===== config.mk =====
export PLATFORM = sky130hd
export DESIGN_NAME = dbg_trig_seq
export DESIGN_NICKNAME = d
export VERILOG_FILES = /design/src/rtl/dbg_seq_pkg.sv /design/src/rtl/dbg_addr_cmp.sv /design/src/rtl/dbg_tag_q.sv /design/src/rtl/dbg_seq_fsm.sv /design/src/rtl/dbg_trig_seq.sv
export SDC_FILE = /design/constraint.sdc
export NUM_CORES = 1
export LEC_CHECK = 0
export ABC_AREA = 1
export BUFFER_PORTS_ARGS = -buffer_cell sky130_fd_sc_hd__buf_2
export CAP_MARGIN = 20
export CORE_MARGIN = 10
export CORE_UTILIZATION = 35
export CTS_CLUSTER_DIAMETER = 200
export DETAILED_ROUTE_END_ITERATION = 16
export PLACE_DENSITY = 0.66
export RECOVER_POWER = 25
export SYNTH_ARGS = -nofsm -noshare
export SYNTH_HDL_FRONTEND = slang
export SYNTH_HIERARCHICAL = 1
export SYNTH_SLANG_ARGS = --single-unit

===== constraint.sdc =====
create_clock -name clk -period 2.15 [get_ports clk]
set_input_delay 0.43 -clock clk [delete_from_list [all_inputs] [get_ports clk]]
set_output_delay 0.43 -clock clk [all_outputs]
set_load 0.01 [all_outputs]

===== src/rtl/dbg_seq_pkg.sv =====
package dbg_seq_pkg;
   typedef enum logic [2:0] {
      ST_DISARMED = 3'd0,
      ST_ONE      = 3'd1,
      ST_TWO      = 3'd2,
      ST_THREE    = 3'd3,
      ST_FINAL    = 3'd4
   } seq_state_e;

   localparam int CTL_ARM   = 0;
   localparam int CTL_TRIG  = 1;
   localparam int CTL_TRACE = 2;
   localparam int CTL_BRK   = 3;
   localparam int NUM_ARMED = 3;
endpackage


===== src/rtl/dbg_addr_cmp.sv =====
module dbg_addr_cmp #(
   parameter int ADDR_W = 16,
   parameter int NCMP   = 2
) (
   input  logic [ADDR_W-1:0]            addr,
   input  logic                         valid,
   input  logic [NCMP-1:0][ADDR_W-1:0]  ref_addr,
   input  logic [NCMP-1:0]              en,
   output logic [NCMP-1:0]              match
);
   for (genvar g = 0; g < NCMP; g++) begin : g_cmp
      assign match[g] = valid && en[g] && (addr == ref_addr[g]);
   end
endmodule


===== src/rtl/dbg_tag_q.sv =====
module dbg_tag_q #(
   parameter int NCMP   = 2,
   parameter int DEPTH  = 4,
   parameter int SLOT_W = 2
) (
   input  logic              clk,
   input  logic              rst_n,
   input  logic              push,
   input  logic [NCMP-1:0]   tag_in,
   input  logic              exec_v,
   input  logic [SLOT_W-1:0] exec_slot,
   input  logic              flush,
   output logic [NCMP-1:0]   hit
);
   logic [DEPTH-1:0][NCMP-1:0] q, qn;

   assign hit = exec_v ? q[exec_slot] : '0;

   always_comb begin
      qn = q;
      if (exec_v) qn[exec_slot] = '0;
      if (push) begin
         for (int i = DEPTH-1; i > 0; i--) qn[i] = qn[i-1];
         qn[0] = tag_in;
      end
      if (flush) qn = '0;
   end

   always_ff @(posedge clk or negedge rst_n) begin
      if (!rst_n) q <= '0;
      else        q <= qn;
   end

   // nothing survives a flush, so the next execute sees no tag
   a_r5_flush_clears: assert property (@(posedge clk) disable iff (!rst_n)
      flush |=> (hit == '0));
endmodule


===== src/rtl/dbg_seq_fsm.sv =====
module dbg_seq_fsm
   import dbg_seq_pkg::*;
#(
   parameter int NCMP = 2
) (
   input  logic                                 clk,
   input  logic                                 rst_n,
   input  logic                                 ctl_wr,
   input  logic [3:0]                           ctl_bits,
   input  logic                                 force_in,
   input  logic [NCMP-1:0]                      ev,
   input  logic [NUM_ARMED-1:0][NCMP-1:0][2:0]  nxt_tbl,
   output seq_state_e                           state,
   output logic                                 trace_start,
   output logic                                 brk
);
   seq_state_e ns;
   logic       tr_en, bk_en, tr_en_n, bk_en_n;
   logic       armed, ev_any;
   logic [2:0] dest;

   assign armed   = (state == ST_ONE) || (state == ST_TWO) || (state == ST_THREE);
   assign tr_en_n = ctl_wr ? ctl_bits[CTL_TRACE] : tr_en;
   assign bk_en_n = ctl_wr ? ctl_bits[CTL_BRK]   : bk_en;

   always_comb begin
      dest   = 3'd0;
      ev_any = 1'b0;
      for (int c = NCMP-1; c >= 0; c--) begin
         if (ev[c]) begin
            ev_any = 1'b1;
            case (state)
               ST_ONE:   dest = nxt_tbl[0][c];
               ST_TWO:   dest = nxt_tbl[1][c];
               ST_THREE: dest = nxt_tbl[2][c];
               default:  dest = 3'd0;
            endcase
         end
      end
   end

   always_comb begin
      ns = state;
      if (armed) begin
         if (force_in)
            ns = ST_FINAL;
         else if (ev_any && dest >= 3'd1 && dest <= 3'd4)
            ns = seq_state_e'(dest);
      end
      if (ctl_wr) begin
         if (!ctl_bits[CTL_ARM])        ns = ST_DISARMED;
         else if (ctl_bits[CTL_TRIG])   ns = ST_FINAL;
         else if (state == ST_DISARMED) ns = ST_ONE;
      end
   end

   always_ff @(posedge clk or negedge rst_n) begin
      if (!rst_n) begin
         state       <= ST_DISARMED;
         tr_en       <= 1'b0;
         bk_en       <= 1'b0;
         trace_start <= 1'b0;
         brk         <= 1'b0;
      end else begin
         state       <= ns;
         tr_en       <= tr_en_n;
         bk_en       <= bk_en_n;
         trace_start <= (ns == ST_FINAL) && (state != ST_FINAL) && tr_en_n;
         brk         <= (ns == ST_FINAL) && (state != ST_FINAL) && bk_en_n;
      end
   end

   a_r2_disarm: assert property (@(posedge clk) disable iff (!rst_n)
      (ctl_wr && !ctl_bits[CTL_ARM]) |=> (state == ST_DISARMED));
   a_r7_force_final: assert property (@(posedge clk) disable iff (!rst_n)
      (armed && force_in && !ctl_wr) |=> (state == ST_FINAL));
   a_r9_brk_pulse: assert property (@(posedge clk) disable iff (!rst_n)
      brk |=> !brk);
   a_r9_trace_pulse: assert property (@(posedge clk) disable iff (!rst_n)
      trace_start |-> (state == ST_FINAL && $past(state) != ST_FINAL));
   a_r10_final_sticky: assert property (@(posedge clk) disable iff (!rst_n)
      (state == ST_FINAL && !ctl_wr) |=> (state == ST_FINAL));
   a_r1_legal_state: assert property (@(posedge clk) disable iff (!rst_n)
      (state <= ST_FINAL));
endmodule


===== src/rtl/dbg_trig_seq.sv =====
module dbg_trig_seq
   import dbg_seq_pkg::*;
#(
   parameter int ADDR_W    = 16,
   parameter int NCMP      = 2,
   parameter int TAG_DEPTH = 4,
   parameter int SLOT_W    = $clog2(TAG_DEPTH),
   parameter int ADR_W     = 4,
   parameter int DATA_W    = 16
) (
   input  logic              clk,
   input  logic              rst_n,
   input  logic [ADDR_W-1:0] fetch_addr,
   input  logic              fetch_valid,
   input  logic              exec_valid,
   input  logic [SLOT_W-1:0] exec_slot,
   input  logic              pipe_flush,
   input  logic              ext_tag_hi,
   input  logic              ext_tag_lo,
   input  logic              sw_brk_req,
   input  logic              cfg_we,
   input  logic [ADR_W-1:0]  cfg_addr,
   input  logic [DATA_W-1:0] cfg_wdata,
   output logic [2:0]        state,
   output logic              trace_start,
   output logic              brk
);
   localparam int CTL_A  = 0;
   localparam int CMP_A0 = 1;
   localparam int MODE_A = CMP_A0 + NCMP;
   localparam int NXT_A0 = MODE_A + 1;
   localparam int LAST_A = NXT_A0 + NUM_ARMED - 1;

   if (LAST_A >= (1 << ADR_W)) begin : g_chk_adr
      $error("ADR_W too small for register map");
   end
   if (DATA_W < ADDR_W || DATA_W < 3*NCMP || DATA_W < 2*NCMP || DATA_W < 4) begin : g_chk_dw
      $error("DATA_W too narrow");
   end
   if (TAG_DEPTH != (1 << SLOT_W) || TAG_DEPTH < 2) begin : g_chk_depth
      $error("TAG_DEPTH must be a power of two matching SLOT_W");
   end

   logic [NCMP-1:0][ADDR_W-1:0]                cmp_addr;
   logic [NCMP-1:0]                            tag_mode, cmp_en;
   logic [NUM_ARMED-1:0][NCMP-1:0][2:0]        nxt_tbl;
   logic [NCMP-1:0]                            match, tag_hit, ev;
   logic                                       ctl_wr, force_in;
   seq_state_e                                 st;

   assign ctl_wr   = cfg_we && (cfg_addr == ADR_W'(CTL_A));
   assign force_in = ext_tag_hi || ext_tag_lo || sw_brk_req;

   always_ff @(posedge clk or negedge rst_n) begin
      if (!rst_n) begin
         cmp_addr <= '0;
         tag_mode <= '0;
         cmp_en   <= '0;
         nxt_tbl  <= '0;
      end else if (cfg_we) begin
         for (int c = 0; c < NCMP; c++)
            if (cfg_addr == ADR_W'(CMP_A0 + c)) cmp_addr[c] <= cfg_wdata[ADDR_W-1:0];
         if (cfg_addr == ADR_W'(MODE_A)) begin
            tag_mode <= cfg_wdata[NCMP-1:0];
            cmp_en   <= cfg_wdata[2*NCMP-1:NCMP];
         end
         for (int s = 0; s < NUM_ARMED; s++)
            if (cfg_addr == ADR_W'(NXT_A0 + s)) nxt_tbl[s] <= cfg_wdata[3*NCMP-1:0];
      end
   end

   dbg_addr_cmp #(.ADDR_W(ADDR_W), .NCMP(NCMP)) u_cmp (
      .addr(fetch_addr), .valid(fetch_valid), .ref_addr(cmp_addr),
      .en(cmp_en), .match(match)
   );

   dbg_tag_q #(.NCMP(NCMP), .DEPTH(TAG_DEPTH), .SLOT_W(SLOT_W)) u_tagq (
      .clk(clk), .rst_n(rst_n), .push(fetch_valid), .tag_in(match & tag_mode),
      .exec_v(exec_valid), .exec_slot(exec_slot), .flush(pipe_flush), .hit(tag_hit)
   );

   assign ev = (match & ~tag_mode) | tag_hit;

   dbg_seq_fsm #(.NCMP(NCMP)) u_fsm (
      .clk(clk), .rst_n(rst_n), .ctl_wr(ctl_wr), .ctl_bits(cfg_wdata[3:0]),
      .force_in(force_in), .ev(ev), .nxt_tbl(nxt_tbl), .state(st),
      .trace_start(trace_start), .brk(brk)
   );

   assign state = st;

   // a tag-mode match alone never moves the state
   a_r4_tag_defers: assert property (@(posedge clk) disable iff (!rst_n)
      (fetch_valid && (match & tag_mode) != '0 && (match & ~tag_mode) == '0
       && !exec_valid && !force_in && !cfg_we) |=> $stable(state));
endmodule


==> impl_metrics.yaml, run 1 <==
power_and_ir_drop:
  vdd_drop_max_mv: 0.334
  total_power_w: 0.00385
  p_leak_nw: 2.64
  power.density_nw_per_um2: 788
global_routing:
  grt_pass1_vias: 4021
  antenna_found_initial: 0
  gr-total-overflow: 0
  grt_pass1_wl_mm: 19.0
  grt_max_degree: 70
  grtUsageTotal_pct: 14.0
clock_network:
  cts_buffers: 9
  clockRootBuffer: "clkbuf_16"
  clockBufferDepth: 2
  cts-htree-levels: 3
  cts.sinks: 69
  clk_latency_ps: 330
  clk_pin_slew_ps: 60
  cts_tree: "yes"
timing:
  report.final.hold_viol_count: 0
  finalCritPeriodShare_pct: 112
  max_freq_mhz: 414
  maxSlewHeadroom_pct: -13.2
  skew_ps: 9.46
  worst_slack_ps: -265
  drv_slew: 70
  holdWs_ps: 345
  fin_crit_ps: 2410
  setup_viol_count_final: 5
  rsz0062_at_grt: "yes"
  worst_slew_pin_slew_ps: 1700
die:
  row_count: 39
  die_w_um: 128
  pin_count: 52
  coreArea_sq_um: 11400
  start_util_pct: 35.8
  dieArea_sq_um: 16400
  fp.dieH_um: 128
synth:
  ys_seq_area_share_pct: 42.2
  synth-async-reset-ratio_pct: 100
  synth_edf_count: 0
  synth_area_leaders: "dfrtp_1 42%, nand2_1 21%, nand4_1 7.2%, inv_1 6.0%, nand3_1 3.9%"
  synth_top_family_by_area: "simple AND/OR/NAND/NOR gates"
  synth_area_leader_cell: "dfrtp_1"
  synthCells: 577
  synth_nets: 624
  yosys.area_share.simple_pct: 40.2
  synth.mux.area_fraction_pct: 0
  synth-compound-area-share_pct: 5.90
  ys_seq_elements: 69
  synth-adder-area-share_pct: 0
  syn_area_sq_um: 4090
  syn_area_per_cell_sq_um: 7.09
  synthFlopType: "dfrtp_1"
  synth_cell_types: 34
  yosysTopAreaCellShare_pct: 42.2
  yosysWarningCount: 6
  synth_xor_area_share_pct: 1.50
placement:
  hpwlAfterDp_mm: 8.15
  portBuffers: 51
  routabilityCongestion: 0.943
  dp_cells: 774
  post-place-ws_ps: -483
worst_setup_path:
  startpoint_type: "register"
  cp.required_ps: 2410
  crit_path_end_kind: "register"
  path_cells: "inv_2 -> nand2_1 -> nand2_1 -> inv_1 -> nand2_1 -> nor2_2 -> nand3_2 -> nor2_4 -> inv_1 -> o21bai_1 -> nand3_1 -> nor2_2 -> nand2_1 -> nand2_2 -> nor2_4 -> nand2_2 -> nand3_2 -> nand2_2 -> nand2_2 -> a21oi_2 -> nand3_2 -> nor2_2"
  worstPathMaxFanout: 3
  reg2regPathDepth: 22
  cpMaxStageDelayCell: "dfrtp_1"
  cp_slowest_stage_delay_ps: 370
  path_class: "reg -> reg"
  cp_data_arrival_time_ps: 2670
worst_hold_path:
  hold_path.class: "in -> reg"
  hold_depth: 2
cells_and_area:
  register_area_sq_um: 1730
  drive_gt1_share_pct: 21.1
  area_growth_pct: 19.6
  final_cell_mix: "228 x nand2_1, 69 x dfrtp_1, 64 x inv_1, 51 x buf_2, 47 x nand4_1"
  fillers: 1194
  multi_input_area_sq_um: 2000
  finalNonFillerCells: 793
  num_antenna_cells: 0
  fin_nets: 693
  final_util_pct: 42.8
  layout_commonest_cell: "nand2_1"
run:
  maxCapViolCount: 1
routing:
  route.vias.total: 3945
  via_per_inst: 4.97
  first_pass_iters: 5
  drt_wl_total_mm: 11.2
  drtIter0Drc: 309
  drc: 0
  wl_per_cell_um: 14.1
  route.antenna.remaining_nets: 0
status:
  violations: "max-capacitance violations, max-slew violations, negative setup slack"
  status: "finished with violations"
power by group:
part           switching [W]  total, W  internal [W]
clock               0.000529   0.00130      0.000766
combinational       0.000494  0.000837      0.000343
sequential          0.000174   0.00172       0.00155
total                0.00120   0.00385       0.00266
final timing paths:
path | start | end | slack (ps)
worst max-delay path | cmp_addr[18] | u_fsm/trace_start | -260
worst min-delay path | pipe_flush | u_tagq/q[3] | 340
max in group asynchronous | rst_n | u_tagq/q[5] | 520
min in group asynchronous | rst_n | cmp_addr[26] | 630
worst max register to register | cmp_addr[18] | u_fsm/trace_start | -260
worst min register to register | cmp_en[1] | cmp_en[1] | 480
Yosys cell counts (4+ instances only):
| cell | instances |
|---|---|
| nand2_1 | 233 |
| dfrtp_1 | 69 |
| o21bai_1 | 14 |
| nand2_2 | 4 |
| buf_6 | 4 |
| nor2_4 | 4 |
| inv_1 | 65 |
| a21oi_1 | 5 |
| nor2_1 | 34 |
| buf_2 | 7 |
| o21ai_0 | 8 |
| buf_4 | 5 |
| xnor2_1 | 5 |
| nand3_1 | 32 |
| nor2_2 | 5 |
| inv_2 | 12 |
| nand4_1 | 47 |
| o22ai_1 | 4 |
per-layer routing:
layer  vias to the layer above  global-route usage (%)  wire length (um)
li1                       1970                       -                 -
met1                      1883                    17.1              4900
met2                        79                    23.2              5540
met3                        13                    3.64               597
met4                         0                    4.77               139
met5                         -                       0                 0
metrics by stage:
step           TNS, ps  instance area, sq um
6_report          -851                  4890
5_1_grt          -2070                  4890
4_1_cts           -829                  4860
3_5_place_dp     -1970                  4570
3_3_place_gp     -1700                  4570
2_1_floorplan        0                  4090
sequential cells by signal, summed over array words and instances (netlist names), 2 cells and up:
| signal | cells |
|---|---|
| cmp_addr | 32 |
| nxt_tbl | 18 |
| u_tagq/q | 8 |
| u_fsm/state | 3 |
| cmp_en | 2 |
| tag_mode | 2 |
final cells by class:
type	instances	share of cell area, %
clock buffers	10	4.68
flip-flops and latches	69	35.3
multi-input cells	412	40.8
inverters	78	5.98
well taps	143	3.66
repair buffers	76	9.00
clock inverters	5	0.588
cell families after synthesis:
logic type / after synthesis
XOR/XNOR: 7
flip-flops: 69
buffers and inverters: 96
AND/OR/NAND/NOR: 368
AO/OA/AOI/OAI: 37
critical path: cells and delay by family (launching register included):
kind	cells	cell delay, ps
compound gates	2	290
buf+inv	3	150
flops	1	370
simple gates	17	1510
timing repair:
| item | in CTS | in global routing |
|---|---|---|
| pin swaps | 6 | 19 |
| setup buffers | 1 | 3 |
| hold buffers | 0 | 0 |
| endpoints found under the setup margin | 5 | 5 |
| resized for setup | 8 | 8 |
Note: power is estimated with default switching activity, not from simulation.
==> inputs of run 2 (changes only) <==
CELL_PAD_IN_SITES_DETAIL_PLACEMENT = 0   (was unset)
CELL_PAD_IN_SITES_GLOBAL_PLACEMENT = 1   (was unset)
PLACE_DENSITY = 0.82   (was 0.66)
SLEW_MARGIN = 20   (was unset)
SYNTH_HIERARCHICAL = unset   (was 1)
==> run 2 against run 1 <==
The flow finishes with violations (max-capacitance violations, max-slew violations). Die area fell by 7.8%. Sequential cell count is the same. Combinational power is 9.4% lower. First-iteration DRC count shrank 46%. Critical path type unchanged. Critical endpoint is now u_fsm.trace_start. Largest cell class is now flip-flops and latches.
==> impl_metrics.yaml, run 2 <==
synth:
  synthCells: 507
  syn_area_sq_um: 3720
  synth_top_family_by_area: "simple AND/OR/NAND/NOR gates"
  synthFlopType: "dfrtp_1"
  synth-async-reset-ratio_pct: 100
  synth_nets: 554
  synth-adder-area-share_pct: 0
  synth_area_leaders: "dfrtp_1 46%, nand2_1 16%, inv_1 7.3%, o21ai_0 7.1%, nor2_1 4.6%"
  syn_area_per_cell_sq_um: 7.33
  synth_common_cells: "156 x nand2_1, 72 x inv_1, 69 x dfrtp_1"
  yosysWarningCount: 0
  synth_cell_types: 33
  synth-compound-area-share_pct: 13.3
  synth.mux.area_fraction_pct: 0
  ys_seq_elements: 69
  synth_area_leader_cell: "dfrtp_1"
  yosysTopAreaCellShare_pct: 46.5
  post-synth-top-count-cell: "nand2_1"
  ys_seq_area_share_pct: 46.5
  yosys.area_share.simple_pct: 28.9
  synth_edf_count: 0
  synth_xor_area_share_pct: 1.89
power_and_ir_drop:
  pwr-share-comb_pct: 20.7
  intPower_w: 0.00258
  switching_share_pct: 29.4
  vdd_drop_max_mv: 0.274
  power.density_nw_per_um2: 822
  switchingPower_w: 0.00108
  seq_power_share_pct: 46.6
  p_clk_share_pct: 32.6
  p_leak_nw: 2.29
routing:
  route.antenna.remaining_nets: 0
  drtIter0Drc: 167
  wl_per_cell_um: 12.1
  drc: 0
  via_per_inst: 4.54
  first_pass_iters: 4
  drt_wl_total_mm: 8.58
  route.vias.total: 3235
cells_and_area:
  layout_commonest_cell: "nand2_1"
  area_growth_pct: 19.8
  num_antenna_cells: 0
  reg.largest.list: "cmp_addr x32, nxt_tbl x18, u_tagq.q x8"
  fin_nets: 618
  top_register: "cmp_addr"
  final_cell_mix: "153 x nand2_1, 72 x inv_1, 69 x dfrtp_1, 52 x o21ai_0, 51 x buf_2"
  largest_reg_flops: 32
  final_util_pct: 43.1
  drive_gt1_share_pct: 21.4
global_routing:
  gr-total-overflow: 0
  grtUsageTotal_pct: 12.0
  antenna_found_initial: 0
  grt_pass1_wl_mm: 14.6
  grt_max_degree: 70
  grt_pass1_vias: 3206
clock_network:
  cts-htree-levels: 3
  cts.sinks: 69
  holdBufCountCts: 0
  cts_buffers: 9
  clk_pin_slew_ps: 70
  clockRootBuffer: "clkbuf_8"
  clockBufferDepth: 2
  cts_tree: "yes"
  clk_latency_ps: 340
timing:
  rsz0062_at_grt: "yes"
  worst_slew_pin_slew_ps: 1660
  fin_crit_ps: 2010
  drv_slew: 70
  tns_ps: 0
  finalCritPeriodShare_pct: 93.7
  skew_ps: 5.39
  setup_viol_count_final: 0
  maxSlewHeadroom_pct: -10.9
  report.final.hold_viol_count: 0
  max_freq_mhz: 496
placement:
  hpwlAfterDp_mm: 6.49
  routabilityCongestion: 0.831
  portBuffers: 51
worst_setup_path:
  startpoint_type: "register"
  cp.required_ps: 2430
  crit_path_end_kind: "register"
  cp_slowest_stage_delay_ps: 370
  rrSetupSlack_ps: 140
  cp_data_arrival_time_ps: 2290
  worst_r2r_endpoint: "u_fsm.trace_start"
  cpMostUsedCell: "nand2_1"
  path_cells: "inv_1 -> nand2_1 -> nand2_1 -> nor2_2 -> nand2_1 -> nor2_4 -> nand4_4 -> nand2_4 -> nor2_2 -> nor2_1 -> nand3_2 -> nand2_2 -> nand2_1 -> nand3_1 -> nand2_1 -> nand2_2 -> nand3_2 -> nor2_1"
  worstPathMaxFanout: 4
  reg2regPathDepth: 18
  cpMaxStageDelayCell: "dfrtp_1"
  worstReg2RegStart: "cmp_addr[3]"
  path_class: "reg -> reg"
run:
  maxCapViolCount: 1
die:
  start_util_pct: 36.0
  row_count: 37
  die_w_um: 123
  pin_count: 52
  dieArea_sq_um: 15100
  coreArea_sq_um: 10300
  fp.dieH_um: 123
worst_hold_path:
  hold_path.class: "in -> reg"
  worstHoldEndpoint: "nxt_tbl[16]"
  hold_depth: 3
  hp-start: "cfg_wdata[4]"
status:
  status: "finished with violations"
  violations: "max-capacitance violations, max-slew violations"
## run 2: cell types whose count changed in the layout (fill, tap and decap cells not counted), sizes merged, moves of 13 or more
cell	change
a21oi	+14
buf	-13
nand4	-41
o21bai	-14
nand2	-73
o21ai	+45
nand3	-20
## run 2: cells by family (layout without fill, tap and decap cells)
family,count (synthesis),after routing
AOI/OAI and AO/OA,90,90
buffers and inverters,92,161
xor gates and xnor gates,8,8
and+or+nand+nor,248,248
DFF,69,69
## run 2: worst max-delay path, delay by kind of cell, from the launching register on
family | cells | cell delay (ps)
and+or+nand+nor | 17 | 1530
buffers and inverters | 1 | 50
DFF | 1 | 370
## run 2: per-layer routing
layer	wire [um]	up-vias	GRT usage, %
met5	0	-	0
met4	136	0	4.73
met3	341	9	3.37
met2	4010	46	19.4
met1	4100	1465	14.8
li1	-	1715	-
## run 2: how the worst max path moves through the flow
stage	start	end	slack, ps
after floorplan	fetch_valid	u_fsm.brk	260
after global placement	fetch_addr[5]	u_fsm.trace_start	-40
after detailed placement	fetch_addr[5]	u_fsm.trace_start	-60
after CTS	cmp_addr[5]	u_fsm.trace_start	120
after global routing	cmp_addr[28]	u_fsm.trace_start	-80
final	cmp_addr[3]	u_fsm.trace_start	140
## run 2: power by group through the flow
stage | registers [W] | clock network (W) | logic, W
CTS | 0.00171 | 0.00122 | 0.000751
global route | 0.00174 | 0.00129 | 0.000895
detailed placement | 0.00173 | 0 | 0.000747
floorplan | 0.00171 | 0 | 0.000499
global placement | 0.00172 | 0 | 0.000733
finish | 0.00170 | 0.00119 | 0.000758
## run 2: repair_timing
item / CTS / global route
buffers inserted: 0 / 2
setup endpoints to repair: 0 / 4
resized for setup: 0 / 14
## run 2: cell type report
class	count	area, sq um
multi-input combinational	346	1680
clock buffer	12	155
tap	136	170
sequential	69	1730
inverter	82	308
fill	1064	5870
clock inverter	4	70.1
timing repair buffer	63	343
## run 2: through the flow
| stage | hold WS (ps) | total power [W] | worst slack [ps] | cell area, sq um | cells |
|---|---|---|---|---|---|
| floorplan | 134 | 0.00221 | 261 | 3720 | 507 |
| CTS | 108 | 0.00368 | 120 | 4410 | 710 |
| finish | 310 | 0.00366 | 135 | 4450 | 712 |
| global placement | 474 | 0.00245 | -36.8 | 4180 | 694 |
| global route | 301 | 0.00392 | -80.9 | 4450 | 712 |
| detailed placement | 475 | 0.00248 | -56.1 | 4180 | 694 |
